### src/rtl/fsr_pkg.sv
package fsr_pkg;
  typedef enum logic [1:0] {
    ST_IDLE  = 2'd0,
    ST_RUN   = 2'd1,
    ST_PAUSE = 2'd2,
    ST_SUSP  = 2'd3
  } fsr_state_e;

  localparam int SR_READY  = 7;
  localparam int SR_ESUSP  = 6;
  localparam int SR_EFAIL  = 5;
  localparam int SR_PFAIL  = 4;
  localparam int SR_VPP    = 3;
  localparam int SR_PSUSP  = 2;
  localparam int SR_LOCK   = 1;
  localparam int SR_BANK   = 0;
  localparam int SR_W      = 8;
endpackage

### src/rtl/fsr_engine.sv
module fsr_engine
  import fsr_pkg::*;
#(
  parameter int BANK_W   = 2,
  parameter int SUSP_LAT = 16
) (
  input  logic              clk,
  input  logic              rst_n,
  input  logic              hw_rst,
  input  logic              cmd_prog,
  input  logic              cmd_erase,
  input  logic              cmd_susp,
  input  logic              cmd_resume,
  input  logic [BANK_W-1:0] cmd_bank,
  input  logic              err_any,
  input  logic              vpp_ok,
  input  logic              lock_hit,
  input  logic              ctl_done,
  input  logic              ctl_fail,
  input  logic              ctl_paused,
  output fsr_state_e        state,
  output logic              op_erase,
  output logic [BANK_W-1:0] op_bank,
  output logic              eng_start,
  output logic              eng_pause,
  output logic              eng_resume,
  output logic              set_pfail,
  output logic              set_efail,
  output logic              set_vpp,
  output logic              set_lock
);
  localparam int CNT_W = $clog2(SUSP_LAT + 1);
  localparam logic [CNT_W-1:0] CNT_LAST = CNT_W'(SUSP_LAT - 1);

  fsr_state_e       nxt;
  logic [CNT_W-1:0] cnt;
  logic             go, pause_p, resume_p, start_req, kind_erase, fin_fail;

  assign start_req  = (cmd_prog || cmd_erase) && (state == ST_IDLE);
  assign kind_erase = cmd_erase;

  always_comb begin
    nxt       = state;
    go        = 1'b0;
    pause_p   = 1'b0;
    resume_p  = 1'b0;
    set_pfail = 1'b0;
    set_efail = 1'b0;
    set_vpp   = 1'b0;
    set_lock  = 1'b0;
    fin_fail  = 1'b0;
    unique case (state)
      ST_IDLE: begin
        if (start_req) begin
          if (err_any) begin
            set_efail = kind_erase;
            set_pfail = !kind_erase;
          end else if (!vpp_ok) begin
            set_vpp = 1'b1;
          end else if (lock_hit) begin
            set_lock = 1'b1;
          end else begin
            go  = 1'b1;
            nxt = ST_RUN;
          end
        end
      end
      ST_RUN: begin
        if (ctl_done) begin
          fin_fail = ctl_fail;
          nxt      = ST_IDLE;
        end else if (cmd_susp) begin
          pause_p = 1'b1;
          nxt     = ST_PAUSE;
        end
      end
      ST_PAUSE: begin
        if (ctl_done) begin
          fin_fail = ctl_fail;
          nxt      = ST_IDLE;
        end else if (ctl_paused || (cnt == CNT_LAST)) begin
          nxt = ST_SUSP;
        end
      end
      ST_SUSP: begin
        if (cmd_resume) begin
          resume_p = 1'b1;
          nxt      = ST_RUN;
        end
      end
      default: nxt = ST_IDLE;
    endcase
    if (fin_fail) begin
      set_efail = op_erase;
      set_pfail = !op_erase;
    end
  end

  always_ff @(posedge clk or negedge rst_n) begin
    if (!rst_n) begin
      state      <= ST_IDLE;
      op_erase   <= 1'b0;
      op_bank    <= '0;
      cnt        <= '0;
      eng_start  <= 1'b0;
      eng_pause  <= 1'b0;
      eng_resume <= 1'b0;
    end else if (hw_rst) begin
      state      <= ST_IDLE;
      op_erase   <= 1'b0;
      op_bank    <= '0;
      cnt        <= '0;
      eng_start  <= 1'b0;
      eng_pause  <= 1'b0;
      eng_resume <= 1'b0;
    end else begin
      state      <= nxt;
      eng_start  <= go;
      eng_pause  <= pause_p;
      eng_resume <= resume_p;
      if (go) begin
        op_erase <= kind_erase;
        op_bank  <= cmd_bank;
      end
      if (state == ST_PAUSE) cnt <= cnt + 1'b1;
      else                   cnt <= '0;
    end
  end
endmodule

### src/rtl/fsr_flags.sv
module fsr_flags (
  input  logic clk,
  input  logic rst_n,
  input  logic hw_rst,
  input  logic clr_req,
  input  logic ready,
  input  logic set_efail,
  input  logic set_pfail,
  input  logic set_vpp,
  input  logic set_lock,
  output logic efail,
  output logic pfail,
  output logic vpp_bad,
  output logic locked,
  output logic err_any
);
  logic clr_ok;
  assign clr_ok  = clr_req && ready;
  assign err_any = efail || pfail || vpp_bad || locked;

  always_ff @(posedge clk or negedge rst_n) begin
    if (!rst_n) begin
      efail   <= 1'b0;
      pfail   <= 1'b0;
      vpp_bad <= 1'b0;
      locked  <= 1'b0;
    end else if (hw_rst) begin
      efail   <= 1'b0;
      pfail   <= 1'b0;
      vpp_bad <= 1'b0;
      locked  <= 1'b0;
    end else begin
      efail   <= set_efail || (efail   && !clr_ok);
      pfail   <= set_pfail || (pfail   && !clr_ok);
      vpp_bad <= set_vpp   || (vpp_bad && !clr_ok);
      locked  <= set_lock  || (locked  && !clr_ok);
    end
  end
endmodule

### src/rtl/fsr_rdport.sv
module fsr_rdport
  import fsr_pkg::*;
#(
  parameter int DATA_W = 16
) (
  input  logic              clk,
  input  logic              rst_n,
  input  logic              rd_n,
  input  logic              route_status,
  input  logic [SR_W-1:0]   status,
  input  logic [DATA_W-1:0] arr_data,
  output logic [DATA_W-1:0] rd_data,
  output logic              rd_valid
);
  logic rd_n_q, fall;
  assign fall = !rd_n && rd_n_q;

  always_ff @(posedge clk or negedge rst_n) begin
    if (!rst_n) begin
      rd_n_q   <= 1'b1;
      rd_data  <= '0;
      rd_valid <= 1'b0;
    end else begin
      rd_n_q   <= rd_n;
      rd_valid <= !rd_n && (fall || rd_valid);
      if (fall) rd_data <= route_status ? DATA_W'(status) : arr_data;
    end
  end
endmodule

### src/rtl/fsr_ctrl.sv
module fsr_ctrl
  import fsr_pkg::*;
#(
  parameter int BANK_W   = 2,
  parameter int DATA_W   = 16,
  parameter int SUSP_LAT = 16
) (
  input  logic              clk,
  input  logic              rst_n,
  input  logic              hw_rst,
  input  logic              cmd_prog,
  input  logic              cmd_erase,
  input  logic              cmd_susp,
  input  logic              cmd_resume,
  input  logic              cmd_clr,
  input  logic [BANK_W-1:0] cmd_bank,
  input  logic              vpp_ok,
  input  logic              lock_hit,
  input  logic              ctl_done,
  input  logic              ctl_fail,
  input  logic              ctl_paused,
  output logic              eng_start,
  output logic              eng_erase,
  output logic              eng_pause,
  output logic              eng_resume,
  input  logic              rd_n,
  input  logic [BANK_W-1:0] rd_bank,
  input  logic              status_sel,
  input  logic [DATA_W-1:0] arr_data,
  output logic [DATA_W-1:0] rd_data,
  output logic              rd_valid
);
  fsr_state_e        state;
  logic [BANK_W-1:0] op_bank;
  logic              set_pfail, set_efail, set_vpp, set_lock;
  logic              efail, pfail, vpp_bad, locked, err_any;
  logic              ready, active, route_status;
  logic [SR_W-1:0]   sr;

  fsr_engine #(.BANK_W(BANK_W), .SUSP_LAT(SUSP_LAT)) u_eng (
    .clk(clk), .rst_n(rst_n), .hw_rst(hw_rst),
    .cmd_prog(cmd_prog), .cmd_erase(cmd_erase), .cmd_susp(cmd_susp),
    .cmd_resume(cmd_resume), .cmd_bank(cmd_bank), .err_any(err_any),
    .vpp_ok(vpp_ok), .lock_hit(lock_hit), .ctl_done(ctl_done),
    .ctl_fail(ctl_fail), .ctl_paused(ctl_paused), .state(state),
    .op_erase(eng_erase), .op_bank(op_bank), .eng_start(eng_start),
    .eng_pause(eng_pause), .eng_resume(eng_resume), .set_pfail(set_pfail),
    .set_efail(set_efail), .set_vpp(set_vpp), .set_lock(set_lock)
  );

  assign active = (state == ST_RUN) || (state == ST_PAUSE);
  assign ready  = !active;

  fsr_flags u_flags (
    .clk(clk), .rst_n(rst_n), .hw_rst(hw_rst), .clr_req(cmd_clr),
    .ready(ready), .set_efail(set_efail), .set_pfail(set_pfail),
    .set_vpp(set_vpp), .set_lock(set_lock), .efail(efail), .pfail(pfail),
    .vpp_bad(vpp_bad), .locked(locked), .err_any(err_any)
  );

  always_comb begin
    sr           = '0;
    sr[SR_READY] = ready;
    sr[SR_ESUSP] = (state == ST_SUSP) && eng_erase;
    sr[SR_EFAIL] = efail;
    sr[SR_PFAIL] = pfail;
    sr[SR_VPP]   = vpp_bad;
    sr[SR_PSUSP] = (state == ST_SUSP) && !eng_erase;
    sr[SR_LOCK]  = locked;
    sr[SR_BANK]  = (state != ST_IDLE) && (rd_bank != op_bank);
  end

  assign route_status = status_sel || (active && (rd_bank == op_bank));

  fsr_rdport #(.DATA_W(DATA_W)) u_rd (
    .clk(clk), .rst_n(rst_n), .rd_n(rd_n), .route_status(route_status),
    .status(sr), .arr_data(arr_data), .rd_data(rd_data), .rd_valid(rd_valid)
  );
endmodule

### config.mk
export PLATFORM = sky130hd
export DESIGN_NAME = fsr_ctrl
export DESIGN_NICKNAME = d
export VERILOG_FILES = /design/src/rtl/fsr_pkg.sv /design/src/rtl/fsr_engine.sv /design/src/rtl/fsr_flags.sv /design/src/rtl/fsr_rdport.sv /design/src/rtl/fsr_ctrl.sv
export SDC_FILE = /design/constraint.sdc
export NUM_CORES = 1
export LEC_CHECK = 0
export BUFFER_PORTS_ARGS = -buffer_cell sky130_fd_sc_hd__buf_2
export CORE_MARGIN = 2
export CORE_UTILIZATION = 25
export CTS_CLUSTER_SIZE = 16
export DETAILED_ROUTE_END_ITERATION = 12
export SLEW_MARGIN = 15
export SYNTH_ARGS = -nofsm -noshare
export SYNTH_HDL_FRONTEND = slang
export SYNTH_SLANG_ARGS = --single-unit
### constraint.sdc
create_clock -name clk -period 3.4 [get_ports clk]
set_clock_uncertainty 0.15 [all_clocks]
set_input_delay 0.17 -clock clk [delete_from_list [all_inputs] [get_ports clk]]
set_output_delay 0.17 -clock clk [all_outputs]
set_load 0.1 [all_outputs]
==> impl_results.rst, run 1 <==
.. list-table::
   :header-rows: 1

   * - Metric
     - Value
   * - Final hold violation count
     - 0
   * - Ant diodes
     - 0
   * - Buffer cell driving the clock tree root
     - clkbuf_8
   * - IO Pins
     - between 50 and 60
   * - Via count of the first global-routing pass
     - roughly 1,400
   * - Floorplan Core Area
     - 0.00642 mm²
   * - PortBufs
     - 55
   * - Startpoint-to-endpoint class of the critical path
     - primary input to register
   * - Post-CTS Setup Bufs
     - 0
   * - TritonCTS clock tree
     - done
   * - Pwr Density
     - about 570 mW/mm²
   * - FP Rows
     - 29
   * - Area of placed instances
     - a little over 0.002 mm²
   * - Detail-routed net length per standard cell
     - between 10 and 15 µm
   * - Setup repair after global routing missed its margin
     - no
   * - Count of flip-flops with a built-in enable after synthesis
     - 0
   * - Area added between synthesis and finish
     - 34.8%
   * - Power share of the sequential group
     - 38.4%
   * - Pins over their slew limit
     - 0
   * - Vert. Die Dim
     - around 86 µm
   * - Post-synthesis net count
     - ~200
   * - Startpoint of the worst register-to-register path
     - u_eng.state[0]$_DFFE_PN0P_
   * - Worst Reg-to-Reg Cells
     - 6
   * - Top cell type by total area after synthesis
     - dfrtp_1
   * - Worst hold path stage count
     - 3
   * - Outcome
     - finished with violations
   * - Vias
     - approximately 1,300
   * - Drt first pass iters
     - 9
   * - Worst reg-to-reg setup slack
     - about 1.3 ns
   * - X dimension of the die
     - around 86 µm
   * - Final number of setup-violating endpoints
     - 0
   * - WL final
     - around 3.9 mm
   * - Internal power summed over all cells
     - ~740 µW
   * - Endpoint with the worst hold slack
     - u_rd.rd_data[6]$_DFFE_PN0P_
   * - Total half-perimeter wirelength after legalization and detailed placement
     - roughly 2.9 mm
   * - Switching part of the total power
     - ~42%
   * - Post-Route Setup TNS
     - 0 ns
   * - Static Leak
     - ~1.1 nW
   * - Post-route cell area
     - about 0.0023 mm²
   * - Startpoint of the lowest-slack hold path
     - arr_data[6]
   * - Capturing point of the worst reg2reg path
     - u_rd.rd_data[13]$_DFFE_PN0P_
   * - Overall overflow remaining after global route
     - 0
   * - Maximum level of the CTS H-tree
     - 2
   * - Max IR drop VDD
     - between 0.0002 and 0.00025 V
   * - CTS sink cnt
     - 35
   * - Share of flip-flops with an asynchronous set or reset after synthesis
     - 100%
   * - Share of the synthesized area in the top cell type
     - between 50 and 60%
   * - CP Max Fanout
     - 25
   * - Max-Cap Viols
     - 0
   * - Quantity of gates resized following cts
     - 0
   * - Starting Density
     - between 20% and 30%
   * - Area taken by flip-flops and latches
     - between 800 and 900 µm²
   * - DR iter-0 viols
     - 54
   * - Clock slew seen by the registers of the worst setup and hold paths
     - 0.07 ns
   * - Routed vias/inst
     - 4.41
   * - Min cycle time layout
     - 2.13 ns
   * - Fill cell instance count of the final layout
     - 648
   * - Wire length of the first global-routing pass
     - between 6 and 7 mm
   * - Synthesis-stage register bit count
     - 35
   * - Kind of capture point of the worst setup path
     - register
   * - Total CTS buffers
     - 5
   * - Actual transition at the worst max-transition pin
     - ~0.83 ns
   * - Worst endpoint data arrival time
     - ~2.2 ns
   * - Aggregate global-route resource usage
     - approximately 11%
   * - Switch Pwr
     - around 540 µW
   * - Biggest area contributors in the synthesized netlist
     - dfrtp_1 (51%), mux2i_1 (5.4%), ha_1 (4.5%)
   * - Required time at the worst-slack endpoint
     - 3.47 ns
   * - Maximum clock frequency
     - between 400 and 500 MHz
   * - CP Launch Type
     - primary input
   * - Count of synthesis-stage warnings from yosys
     - 0
   * - Post-synthesis instance total
     - ~150
   * - Fraction of power consumed by the clock network
     - about 23%
   * - Most common flop cell mapped by yosys
     - dfrtp_1
   * - Detail Route Antenna Nets
     - 0
   * - Multi-input logic area
     - 744 µm²
   * - Initial antenna violation count
     - 0
   * - Proportion of layout cells with a drive suffix above 1
     - 30.8%
   * - CTS Buffer Depth
     - 2
   * - Class of the most critical hold timing path
     - primary input to register
   * - Final Cycle Share
     - between 60% and 70%
   * - Maximum number of pins on one net before global-route repair
     - 36
   * - Relative max-transition margin
     - 44.7%
   * - Distinct cells, synth
     - 39
   * - Share of synthesized area occupied by flip-flops and latches
     - 52.4%
   * - Mapped cell area
     - roughly 0.0017 mm²
   * - Final-stage net count
     - around 270
   * - Post-Syn Area per Cell
     - approximately 11 µm²
   * - Failing checks
     - design-rule violations
   * - Die area
     - around 0.0074 mm²
   * - Logic pwr share
     - between 30% and 40%
   * - Global placer's final weighted congestion
     - 0.783
   * - Clock latency on the worst-skew pair
     - ~0.28 ns
   * - Total DRC errors in the routed layout
     - 6
## per-layer routing
layer | GRT usage [%] | routed length (µm) | vias up
met4 | 3.46 | 31 | 0
met5 | 0 | 0 | -
li1 | - | - | 684
met3 | 3.95 | 291 | 4
met2 | 16.7 | 1730 | 50
met1 | 15.1 | 1820 | 604
## state kept, by name, indices dropped and copies added (netlist names)
| register | cells |
|---|---|
| u_eng.eng_resume | 1 |
| u_flags.pfail | 1 |
| u_flags.vpp_bad | 1 |
| u_eng.state | 2 |
| u_eng.op_bank | 2 |
| u_eng.cnt | 5 |
| u_eng.op_erase | 1 |
| u_flags.locked | 1 |
| u_rd.rd_data | 16 |
| u_eng.eng_pause | 1 |
| u_eng.eng_start | 1 |
| u_rd.rd_n_q | 1 |
| u_rd.rd_valid | 1 |
| u_flags.efail | 1 |
## worst max-delay path by stage
stage,slack [ns],cells after the start,to,start
global route,1.09,5,u_rd.rd_data[13]$_DFFE_PN0P_,rd_n
finish,1.27,5,u_rd.rd_data[13]$_DFFE_PN0P_,rd_n
floorplan,1.54,5,u_eng.state[0]$_DFFE_PN0P_,u_flags.locked$_DFF_PN0_
detailed placement,1.26,6,u_rd.rd_data[8]$_DFFE_PN0P_,u_eng.state[0]$_DFFE_PN0P_
CTS,1.25,5,u_rd.rd_data[8]$_DFFE_PN0P_,rd_n
global placement,1.38,6,u_rd.rd_data[14]$_DFFE_PN0P_,u_eng.state[0]$_DFFE_PN0P_
## timing repair
item                                    in CTS  in global routing
hold buffers                                15                  0
endpoints found under the setup margin       0                  0
endpoints found under the hold margin       48                  0
## kinds of logic after synthesis
logic type	synth area share, %
mux	5.38
simple gates	16.7
buf+inv	3.21
xor+xnor	2.09
fa+ha+maj	4.48
compound gates	15.8
flops	52.4
## power by group through the flow
stage / logic, mW / clock network, mW / registers (mW)
6_report: 0.501 / 0.290 / 0.493
5_1_grt: 0.534 / 0.324 / 0.498
4_1_cts: 0.504 / 0.304 / 0.493
3_5_place_dp: 0.490 / 0 / 0.502
3_3_place_gp: 0.487 / 0 / 0.500
2_1_floorplan: 0.184 / 0 / 0.717
## cell type report
type	count	area share, %
clock inverter	2	0.554
timing repair buffer	71	19.2
clock buffer	6	3.21
multi-input combinational	107	33.0
inverter	6	0.997
sequential	35	38.8
tap	77	4.27
## metrics by stage
step / power (mW) / setup WS, ns / util (%) / hold slack, ns / std cells
finish: 1.28 / 1.27 / 35.2 / 0.0153 / 304
CTS: 1.30 / 1.25 / 35.2 / 0.0106 / 304
global placement: 0.986 / 1.38 / 31.5 / 0.146 / 281
detailed placement: 0.991 / 1.26 / 31.5 / 0.147 / 281
floorplan: 0.901 / 1.54 / - / -0.276 / 154
global route: 1.36 / 1.09 / 35.2 / 0.00907 / 304
## critical path: stages
cell           delay, ns
dlygate4sd3_1       0.53
buf_2               0.13
nand2b_1            0.51
nor2b_1             0.63
a22o_1              0.21
## synth_stat cells (all sizes together), types with 4 or more instances
cell type  number
a21oi           6
a22o            8
o21ai           9
nand2b          5
dfrtp          34
nor2b           4
nand2          12
mux2i           9
inv             6
nor2           20
clkbuf          4
ha              6
## layout by cell type, fill, tap and decap left out, types with 2 or more instances in the layout
master         count
a21oi_1            6
a22o_1             8
and3_1             2
buf_2             55
clkbuf_8           5
dfrtp_1           34
dlygate4sd3_1     15
ha_1               6
inv_1              6
mux2i_1            9
nand2_1           12
nand2b_1           5
nand3_1            2
nor2_1            20
nor2b_1            4
nor3_1             2
o21ai_1            8
xnor2_1            3
(Power assumes the default switching activity.)
==> run 2, diff against run 1 <==
==> constraint.sdc (replaced) <==
create_clock -name clk -period 1.8 [get_ports clk]
set_clock_uncertainty 0.15 [all_clocks]
set_input_delay 0.09 -clock clk [delete_from_list [all_inputs] [get_ports clk]]
set_output_delay 0.09 -clock clk [all_outputs]
set_load 0.1 [all_outputs]
==> impl_results.rst, run 2 (synthesis gave the netlist of run 1 again) <==
.. list-table::
   :header-rows: 1

   * - Metric
     - Value
   * - Routed vias/inst
     - 4.46 (was 4.41)
   * - Area of placed instances
     - 0.00215 mm² (was 0.00202 mm²)
   * - Worst hold path stage count
     - 2 (was 3)
   * - Startpoint of the worst register-to-register path
     - u_flags.efail$_DFF_PN0_ (was u_eng.state[0]$_DFFE_PN0P_)
   * - Multi-input logic area
     - 813 µm² (was 744 µm²)
   * - Wire length of the first global-routing pass
     - 7.27 mm (was 6.47 mm)
   * - Vias
     - 1,504 (was 1,342)
   * - Die area
     - 0.00737 mm² (unchanged)
   * - Maximum level of the CTS H-tree
     - 2 (unchanged)
   * - CP Max Fanout
     - 5 (was 25)
   * - Aggregate global-route resource usage
     - 12.6% (was 11.2%)
   * - Most frequent standard cell in the layout excluding fill and tap cells
     - buf_2 (unchanged)
   * - Final setup margin
     - -0.0121 ns (was 1.27 ns)
   * - Setup slack at placement
     - -0.0719 ns (was 1.26 ns)
   * - WL final
     - 4.40 mm (was 3.87 mm)
   * - Fill cell instance count of the final layout
     - 623 (was 648)
   * - Largest reg by FF count
     - u_rd.rd_data (unchanged)
   * - Max-Cap Viols
     - 0 (unchanged)
   * - CTS sink cnt
     - 35 (unchanged)
   * - CP Launch Type
     - register (was primary input)
   * - Maximum clock frequency
     - approximately 550 MHz
   * - Final hold violation count
     - 0 (unchanged)
   * - Total half-perimeter wirelength after legalization and detailed placement
     - 3.12 mm (was 2.90 mm)
   * - Final-stage net count
     - 300 (was 267)
   * - FP Rows
     - 29 (unchanged)
   * - Largest register FFs
     - 16 (unchanged)
   * - Utilization of the core after routing
     - 41.1% (was 35.2%)
   * - Final standard cell count with taps included and fillers excluded
     - 337 (was 304)
   * - Post-route cell area
     - 0.00264 mm² (was 0.00226 mm²)
   * - PortBufs
     - 55 (unchanged)
   * - Maximum number of pins on one net before global-route repair
     - 36 (unchanged)
   * - Post-Route Setup TNS
     - -0.0228 ns (was 0 ns)
   * - Leading registers by flop count
     - u_rd.rd_data x16, u_eng.cnt x5 (unchanged)
   * - Worst endpoint data arrival time
     - 1.83 ns (was 2.19 ns)
   * - Initial antenna violation count
     - 0 (unchanged)
   * - Pins over their slew limit
     - 0 (unchanged)
   * - Detail-routed net length per standard cell
     - 13.0 µm (was 12.7 µm)
   * - DR iter-0 viols
     - 48 (was 54)
   * - Vert. Die Dim
     - 85.9 µm (unchanged)
   * - Commonest cells after routing, fill and taps aside
     - buf_2 (55), dfrtp_1 (34), dlygate4sd3_1 (29) (was buf_2 (55), dfrtp_1 (34), nor2_1 (20))
   * - Relative max-transition margin
     - 65.3% (was 44.7%)
   * - Worst Reg-to-Reg Cells
     - 4 (was 6)
   * - Ant diodes
     - 0 (unchanged)
   * - Setup repair after global routing missed its margin
     - yes (was no)
   * - IO Pins
     - 56 (unchanged)
   * - CTS Buffer Depth
     - 2 (unchanged)
   * - X dimension of the die
     - 85.9 µm (unchanged)
   * - Startpoint-to-endpoint class of the critical path
     - register to register (was primary input to register)
   * - Worst hold slack
     - 0.00459 ns (was 0.0153 ns)
   * - Floorplan Core Area
     - 0.00642 mm² (unchanged)
   * - Clock slew seen by the registers of the worst setup and hold paths
     - 0.08 ns (was 0.07 ns)
   * - Total CTS buffers
     - 5 (unchanged)
   * - Worst setup path startpoint
     - u_flags.efail$_DFF_PN0_ (was rd_n)
   * - Required time at the worst-slack endpoint
     - 1.82 ns (was 3.47 ns)
   * - Via count of the first global-routing pass
     - 1,586 (was 1,388)
   * - Class of the most critical hold timing path
     - primary input to register (unchanged)
   * - Final Cycle Share
     - 101%
   * - Number of placed instances with taps included
     - 297 (was 281)
   * - Overall overflow remaining after global route
     - 0 (unchanged)
   * - Clock latency on the worst-skew pair
     - 0.29 ns (was 0.28 ns)
   * - Final number of setup-violating endpoints
     - 2 (was 0)
   * - Detail Route Antenna Nets
     - 0 (unchanged)
   * - Global placer's final weighted congestion
     - 0.788 (was 0.783)
   * - Drt first pass iters
     - 11 (was 9)
   * - Area added between synthesis and finish
     - 57.7% (was 34.8%)
   * - Outcome
     - finished with violations (unchanged)
   * - Max IR drop VDD
     - 0.000324 V (was 0.000208 V)
   * - Starting Density
     - 26.1% (unchanged)
   * - Kind of capture point of the worst setup path
     - register (unchanged)
   * - Actual transition at the worst max-transition pin
     - 0.517 ns (was 0.829 ns)
   * - Buffer cell driving the clock tree root
     - clkbuf_8 (unchanged)
   * - Area taken by flip-flops and latches
     - 877 µm² (unchanged)
   * - Failing checks
     - design-rule violations, negative setup slack (was design-rule violations)
   * - Min cycle time layout
     - 1.81 ns
   * - Startpoint of the lowest-slack hold path
     - hw_rst (was arr_data[6])
   * - Proportion of layout cells with a drive suffix above 1
     - 39.2% (was 30.8%)
   * - Pwr Density
     - 1060 mW/mm² (was 569 mW/mm²)
   * - Static Leak
     - 1.27 nW (was 1.11 nW)
   * - Final total power
     - 2.80 mW (was 1.28 mW)
   * - TritonCTS clock tree
     - done (unchanged)
   * - Total DRC errors in the routed layout
     - 4 (was 6)
-- run 2: repair_timing --
| action | in CTS | in global routing |
|---|---|---|
| pin swaps | 5 | 6 |
| setup buffers | 0 | 3 |
| gates resized for setup | 2 | 12 |
| setup endpoints to repair | 11 | 5 |
| hold buffers | 29 | 0 |
| endpoints found under the hold margin | 61 | 0 |
-- run 2: final cells by class --
| cell class | instances | share of cell area [%] |
|---|---|---|
| clock buffer | 6 | 3.13 |
| clock inverter | 2 | 1.33 |
| timing repair buffer | 104 | 27.1 |
| sequential | 35 | 33.2 |
| multi-input combinational | 107 | 30.8 |
| tap | 77 | 3.65 |
| inverter | 6 | 0.852 |
-- run 2: worst max-delay path, cell delays in order, from the launching register on --
cell and delay (ns):
dfrtp_1 0.38, or4_4 0.60, nor3_4 0.29, mux2i_1 0.22, nor2_1 0.05
-- run 2: metal layers --
layer	GRT usage [%]	routed length [µm]	vias to the layer above
met2	21.4	2060	37
met5	0	0	-
met3	4.14	249	10
li1	-	-	755
met4	4.62	96	0
met1	14.9	1990	702
-- run 2: report_power, final --
group	internal, mW	switching [mW]
registers	0.871	0.0458
logic	0.391	0.749
clock network	0.448	0.298
-- run 2: worst paths after layout --
check	end	slack (ns)
setup / recovery	u_eng.op_erase$_DFFE_PN0P_	-0.01
hold / removal	u_flags.vpp_bad$_DFF_PN0_	0.005
setup reg to reg	u_eng.op_erase$_DFFE_PN0P_	-0.01
hold reg to reg	u_rd.rd_data[7]$_DFFE_PN0P_	0.32
max in group asynchronous	u_rd.rd_n_q$_DFF_PN1_	0.93
min in group asynchronous	u_eng.cnt[4]$_DFF_PN0_	0.23
